==> config.mk <==
export PLATFORM = sky130hd
export DESIGN_NAME = fpx_status_rec
export DESIGN_NICKNAME = d
export VERILOG_FILES = /design/src/rtl/fpx_pkg.sv /design/src/rtl/fpx_trap_sel.sv /design/src/rtl/fpx_field_merge.sv /design/src/rtl/fpx_status_rec.sv
export SDC_FILE = /design/constraint.sdc
export NUM_CORES = 1
export LEC_CHECK = 0
export BUFFER_PORTS_ARGS = -buffer_cell sky130_fd_sc_hd__buf_2
export CAP_MARGIN = 20
export CORE_ASPECT_RATIO = 0.9
export CORE_MARGIN = 5
export CORE_UTILIZATION = 50
export DETAILED_ROUTE_END_ITERATION = 10
export PLACE_DENSITY = 0.83
export SYNTH_ARGS = -nofsm -noshare
export SYNTH_HDL_FRONTEND = slang
export SYNTH_HIERARCHICAL = 1
export SYNTH_SLANG_ARGS = --single-unit
==> constraint.sdc <==
create_clock -name clk -period 1.81 [get_ports clk]
set_input_delay 0.0905 -clock clk [delete_from_list [all_inputs] [get_ports clk]]
set_output_delay 0.0905 -clock clk [all_outputs]
set_load 0.01 [all_outputs]
==> src/rtl/fpx_pkg.sv <==
package fpx_pkg;
  localparam int FLAG_W    = 5;
  localparam int XV_INV    = 4;
  localparam int XV_OVF    = 3;
  localparam int XV_UNF    = 2;
  localparam int XV_DZ     = 1;
  localparam int XV_NX     = 0;
  localparam int STAT_W    = 32;
  localparam int MASK_LSB  = 23;
  localparam int ACC_LSB   = 5;
  localparam int CUR_LSB   = 0;
  localparam int TTYPE_BIT = 14;

  typedef logic [FLAG_W-1:0] xflags_t;

  function automatic xflags_t one_hot_at(int pos);
    xflags_t r;
    r = '0;
    r[pos] = 1'b1;
    return r;
  endfunction

  // Keep a single flag by priority when more than one is set
  function automatic xflags_t pick_one(xflags_t e);
    xflags_t r;
    r = e;
    if ((e & (e - xflags_t'(1))) != '0) begin
      if (e[XV_INV])     r = one_hot_at(XV_INV);
      else if (e[XV_DZ]) r = one_hot_at(XV_DZ);
      else if (e[XV_NX]) r = one_hot_at(XV_NX);
    end
    return r;
  endfunction

  // Untrapped overflow/underflow also report inexact
  function automatic xflags_t widen_cur(xflags_t f);
    xflags_t r;
    r = f;
    if (f[XV_OVF] | f[XV_UNF]) r[XV_NX] = 1'b1;
    return r;
  endfunction
endpackage

==> src/rtl/fpx_trap_sel.sv <==
module fpx_trap_sel
  import fpx_pkg::*;
(
  input  logic [FLAG_W-1:0] flags,
  input  logic [FLAG_W-1:0] mask,
  output logic              trap,
  output logic [FLAG_W-1:0] rep
);
  logic [FLAG_W-1:0] masked;

  assign masked = flags & mask;
  assign trap   = |masked;
  assign rep    = trap ? pick_one(masked) : widen_cur(flags);
endmodule

==> src/rtl/fpx_field_merge.sv <==
module fpx_field_merge
  import fpx_pkg::*;
(
  input  logic [STAT_W-1:0] cur,
  input  logic              trap,
  input  logic [FLAG_W-1:0] rep,
  input  logic [FLAG_W-1:0] raw,
  output logic [STAT_W-1:0] nxt
);
  logic [FLAG_W-1:0] acc_cur;

  assign acc_cur = cur[ACC_LSB +: FLAG_W];

  always_comb begin
    nxt = cur;
    nxt[CUR_LSB +: FLAG_W] = rep;
    if (trap) begin
      nxt[ACC_LSB +: FLAG_W] = '0;
      nxt[TTYPE_BIT]         = 1'b1;
    end else begin
      nxt[ACC_LSB +: FLAG_W] = acc_cur | raw;
    end
  end
endmodule

==> src/rtl/fpx_status_rec.sv <==
module fpx_status_rec
  import fpx_pkg::*;
(
  input  logic              clk,
  input  logic              rst_n,
  input  logic              wr_en,
  input  logic [STAT_W-1:0] wr_data,
  input  logic              flag_vld,
  input  logic [FLAG_W-1:0] flag_vec,
  output logic [STAT_W-1:0] status_q,
  output logic              ok_q
);
  logic [FLAG_W-1:0] mask_w;
  logic              trap_w;
  logic [FLAG_W-1:0] rep_w;
  logic [STAT_W-1:0] nxt_w;
  logic              ev_w;
  logic              trap_ev_w;

  assign mask_w    = status_q[MASK_LSB +: FLAG_W];
  assign ev_w      = flag_vld & ~wr_en;
  assign trap_ev_w = ev_w & |(flag_vec & mask_w);

  fpx_trap_sel u_sel (
    .flags (flag_vec),
    .mask  (mask_w),
    .trap  (trap_w),
    .rep   (rep_w)
  );

  fpx_field_merge u_merge (
    .cur  (status_q),
    .trap (trap_w),
    .rep  (rep_w),
    .raw  (flag_vec),
    .nxt  (nxt_w)
  );

  always_ff @(posedge clk) begin
    if (!rst_n) begin
      status_q <= '0;
      ok_q     <= 1'b1;
    end else if (wr_en) begin
      status_q <= wr_data;
    end else if (flag_vld) begin
      if (|flag_vec) status_q <= nxt_w;
      ok_q <= ~trap_w;
    end
  end


  wr_load_chk: assert property (@(posedge clk) disable iff (!rst_n)
    wr_en |=> status_q == $past(wr_data));


  trap_ok_low_chk: assert property (@(posedge clk) disable iff (!rst_n)
    trap_ev_w |=> !ok_q);


  trap_in_mask_chk: assert property (@(posedge clk) disable iff (!rst_n)
    trap_ev_w |=> (status_q[CUR_LSB +: FLAG_W] & ~$past(mask_w)) == '0);


  untrap_nx_chk: assert property (@(posedge clk) disable iff (!rst_n)
    (ev_w && !trap_ev_w && (flag_vec[XV_OVF] || flag_vec[XV_UNF]))
      |=> status_q[CUR_LSB + XV_NX] && ok_q);


  trap_acc_clr_chk: assert property (@(posedge clk) disable iff (!rst_n)
    trap_ev_w |=> status_q[ACC_LSB +: FLAG_W] == '0);


  trap_type_chk: assert property (@(posedge clk) disable iff (!rst_n)
    trap_ev_w |=> status_q[TTYPE_BIT]);


  zero_flags_chk: assert property (@(posedge clk) disable iff (!rst_n)
    (ev_w && flag_vec == '0) |=> $stable(status_q) && ok_q);


  idle_hold_chk: assert property (@(posedge clk) disable iff (!rst_n)
    (!wr_en && !flag_vld) |=> $stable(status_q) && $stable(ok_q));
endmodule

[Word-level counts from Yosys, hierarchy flattened]
Index checks and enable logic that the tools add are counted.
Operators by class
  reduce and logical (&&, ||, !) cells: 9
  bitwise operators: 6
  add/subtract/negate cells: 1
  mux-type cells: 11
Operators by type and width (count)
  $mux 32: 1
  $mux 15: 2
  $mux 5: 5
  $and 5x5->5: 2
  $reduce_or 5->1: 2
  $reduce_bool 2->1: 3
  $or 5x5->5: 1
  $reduce_bool 5->1: 1
  $sub 5x1->5 const B: 1
  $mux 4: 1
  $reduce_and 2->1: 2
  $reduce_and 3->1: 1
  $mux 1: 2
  $not 1->1: 2
  $or 1x1->1: 1
Storage, ports and cells
  logic and storage cells: 31
  input port bits: 41
  register bits after elaboration: 33

[Logic depth before layout (Yosys ltp)]
  depth in word-level cells: 9
  depth in mapped cells: 6
  gate-level depth less buffers: 6

[Modules after synthesis]
The synthesis kept the hierarchy.
Modules (own cells, without submodules)
  fpx_status_rec: instances 1, cells an instance 198, area each 1682.9 um^2
  fpx_field_merge: instances 1, cells an instance 32, area each 251.5 um^2
  fpx_trap_sel: instances 1, cells an instance 18, area each 115.1 um^2

[Worst setup path before layout]
Ideal clock, no wire load.
  path type: reg-to-reg
  start point: reg status_q[27]
  end point: reg status_q[14]
  stages on the path, launching flop included: 7
  setup time: 0.136 ns
  slack: 0.234 ns
  clock period less this slack: 1.576 ns
  data arrival time: 1.440 ns
  required time: 1.674 ns
  path through: dfxtp_1 -> a22o_1 -> a21oi_2 -> nand2_1 -> or2_1 -> a2111oi_0 -> a211oi_1
On the way
  word-level cells in the longest chain between the ends: 4
Ends and longest elaborated chain
  from (decl): line fpx_status_rec.sv:10  | output logic [STAT_W-1:0] status_q,
  from (signal assigned): line fpx_status_rec.sv:44  | status_q <= wr_data;
  from (signal assigned): line fpx_status_rec.sv:46  | if (|flag_vec) status_q <= nxt_w;
  $and 5x5->5: line fpx_trap_sel.sv:11  | assign masked = flags & mask;
  $reduce_or 5->1: line fpx_trap_sel.sv:12  | assign trap = |masked;
  net trap_w: line fpx_status_rec.sv:14  | logic trap_w;
  $reduce_bool 2->1 (no line)
  $reduce_and 3->1 (no line)
The timed path passes the listed nets, and every way through them passes these cells.
A chain may end at the register's enable or synchronous reset.

[Worst setup path in the final report]
  start point: reg status_q[24]
  end point: reg status_q[14]
The elaborated chain is that of the path after synthesis.

==> flow_summary.yaml <==
final_layout:
  nNetsFinal: 327
  area_growth_pct: 13.9
  utilization_pct: 58.1
  antenna_cells: 0
  drive_above_1_share_pct: 33.9
  fin_cells: 334
die:
  die-height_um: 70.7
  ioPinCount: 74
  die_w_um: 77.5
  fp.coreArea_um2: 4020
  die_area_um2: 5480
  initial_core_util_pct: 51.0
  num_rows: 22
place:
  hpwl_um: 3710
  dp_cells: 326
  place_congestion: 0.782
  portBuffers: 73
synth:
  synthCells: 248
  seq_area_frac_synth_pct: 32.2
  synth_area_per_cell_um2: 8.26
  async_flop_share_pct: 0
  synth_enable_flop_cells: 0
  syn-num-nets: 289
  synth_flop_cell: "dfxtp_1"
  synth_warnings: 6
  ys_ff_latch: 33
  ys_types: 31
  netlist_area_um2: 2050
worst_setup_path:
  regToRegStartpoint: "status_q[24]"
  r2r-end: "status_q[14]"
  regToRegSetupSlack_ns: 0.16
  crit_path_start_kind: "flip-flop"
  arrival_ns: 1.81
  ff2ff_path_depth: 6
  critPathKind: "reg -> reg"
  crit_path_end_kind: "flip-flop"
  critPathMaxFanout: 7
  cp_data_required_time_ns: 1.97
timing:
  relSlewSlack_pct: 67.7
  finalSetupViolCount: 0
  whs_ns: 0.146
  finalSetupTns_ns: 0
  fin_crit_sh_pct: 91.3
  grt_setup_unrepaired: "false"
  tightest_slew_ns: 0.484
  slew_violations: 0
  fmax_ghz: 0.605
  fin_crit_ns: 1.65
  hold_viol: 0
  skew_ns: 0.00325
route:
  first_pass_iters: 4
  wl_per_cell_um: 15.8
  routed-via-count: 1993
  drc: 0
  drt-initial-drc-count: 175
  routed_wl_um: 5270
  ant_nets: 0
  vias_per_cell: 5.97
power_and_ir_drop:
  intPower_mw: 1.28
  p_per_area_nw_per_um2: 781
  p_leak_nw: 0.979
  p_sw_mw: 0.544
  power.share.clock_pct: 30.6
  p_seq_share_pct: 46.1
  p_sw_share_pct: 29.9
  peakVddDrop_v: 0.000348
  pwr-share-comb_pct: 23.3
  p_total_mw: 1.82
outcome:
  status: "finished, final reports clean"
clock_network:
  cts.htree.levels: 2
  cts_root_buf: "clkbuf_8"
  insertion_delay_ns: 0.28
  clock-sinks: 33
  numCtsBuffers: 5
  postCtsSetupBuffers: 0
  cts_tree: "yes"
  cts_buffer_depth: 2
  hold_buffers: 0
  clk_pin_slew_ns: 0.07
flow_run:
  cap_violations: 0
global_routing:
  grtUsageTotal_pct: 19.3
  grt-busiest-layer: "met2"
  grt_pass1_wl_um: 8860
  antenna_found_initial: 0
  grt_pass1_vias: 1811
  met1_usage_pct: 28.3
  grt_max_degree: 52
  grt_use_met2_pct: 28.6
  gr-total-overflow: 0
  met3_usage_pct: 3.82
min_path:
  min_from: "wr_data[20]"
  holdPathEnd: "status_q[20]"
  hold_path_class: "in -> reg"
  worstHoldPathCells: 3
power groups by stage:
stage / clock network, mW / registers [mW] / logic [mW]
6_report: 0.557 / 0.840 / 0.424
5_1_grt: 0.602 / 0.848 / 0.472
4_1_cts: 0.568 / 0.839 / 0.420
3_5_place_dp: 0 / 0.855 / 0.418
3_3_place_gp: 0 / 0.854 / 0.411
2_1_floorplan: 0 / 0.880 / 0.290
Yosys cell counts (2+ instances only):
library cell   n  share of area [%]
a211oi_1      33                 12
nor4_1         2               0.61
o211a_1        2               0.98
clkbuf_1      14                2.6
buf_4         26                9.5
dfxtp_1       33                 32
buf_6          4                2.2
or3_1          2               0.61
a2111oi_0     28                 12
o21ai_1        2               0.49
nor3_1         2               0.49
buf_2          7                1.7
nand2_1        8                1.5
o21ba_1        5                2.4
nor2_1        32                5.9
o21ai_0       30                7.3
a21oi_1        2               0.49
o211ai_1       3                1.1
placed cells by master (no fill, tap or decap), types with 2 or more instances in the layout:
master and count:
a2111oi_0 27, a2111oi_1 2, a211oi_1 33, a21oi_1 2, buf_2 73, buf_4 7
clkbuf_8 6, dfxtp_1 33, nand2_1 7, nor2_1 31, nor3_1 2, nor4_1 2
o211a_1 2, o211ai_1 3, o21ai_0 30, o21ai_1 2, o21ba_1 5, or3_1 2
what timing repair did:
item / CTS / global route
setup endpoints to repair: 0 / 1
gates resized for setup: 0 / 2
hold endpoints to repair: 0 / 0
final cells by class:
cell class	instances	area, µm²
inverters	2	7.51
clock buffers	7	86.3
multi-input cells	162	1070
well taps	48	60.1
fillers	376	1690
flip-flops and latches	33	661
repair buffers	82	453
registers in the layout (all words and copies together), names as in the netlist:
register,count
status_q,32
ok_q,1
worst max-delay path by stage:
stage / slack (ns) / depth (start not counted) / to / from
finish: 0.16 / 6 / status_q[14] / status_q[24]
floorplan: 0.23 / 6 / status_q[14] / status_q[27]
detailed placement: 0.11 / 6 / status_q[14] / status_q[24]
CTS: 0.11 / 6 / status_q[14] / status_q[24]
global route: 0.002 / 6 / status_q[14] / status_q[24]
global placement: 0.14 / 4 / status_q[7] / flag_vec[2]
logic make-up (layout without fill, tap and decap cells):
| logic type | Yosys count | in the layout | share of synthesized area [%] |
|---|---|---|---|
| compound gates | 110 | 110 | 40.0 |
| buf+inv | 53 | 91 | 16.4 |
| flops | 33 | 33 | 32.2 |
| simple gates | 52 | 52 | 11.4 |
metrics by stage:
| step | cell area [µm²] | worst slack, ns |
|---|---|---|
| 2_1_floorplan | 2050 | 0.234 |
| 6_report | 2330 | 0.157 |
| 3_3_place_gp | 2230 | 0.136 |
| 3_5_place_dp | 2230 | 0.108 |
| 5_1_grt | 2330 | 0.00191 |
| 4_1_cts | 2310 | 0.106 |
routing by layer:
metal	routed length [µm]	part of all wire [%]
met5	0	0
met4	49	0.93
met3	356	6.8
met2	2350	45
met1	2520	48
critical path, cell delays in order (launching register included):
cell and delay [ns]:
dfxtp_1 0.37, a22o_1 0.22, a21oi_2 0.18, nand2_2 0.13, or2_1 0.25, a2111oi_1 0.32
a211oi_1 0.07
(Power assumes the default switching activity.)
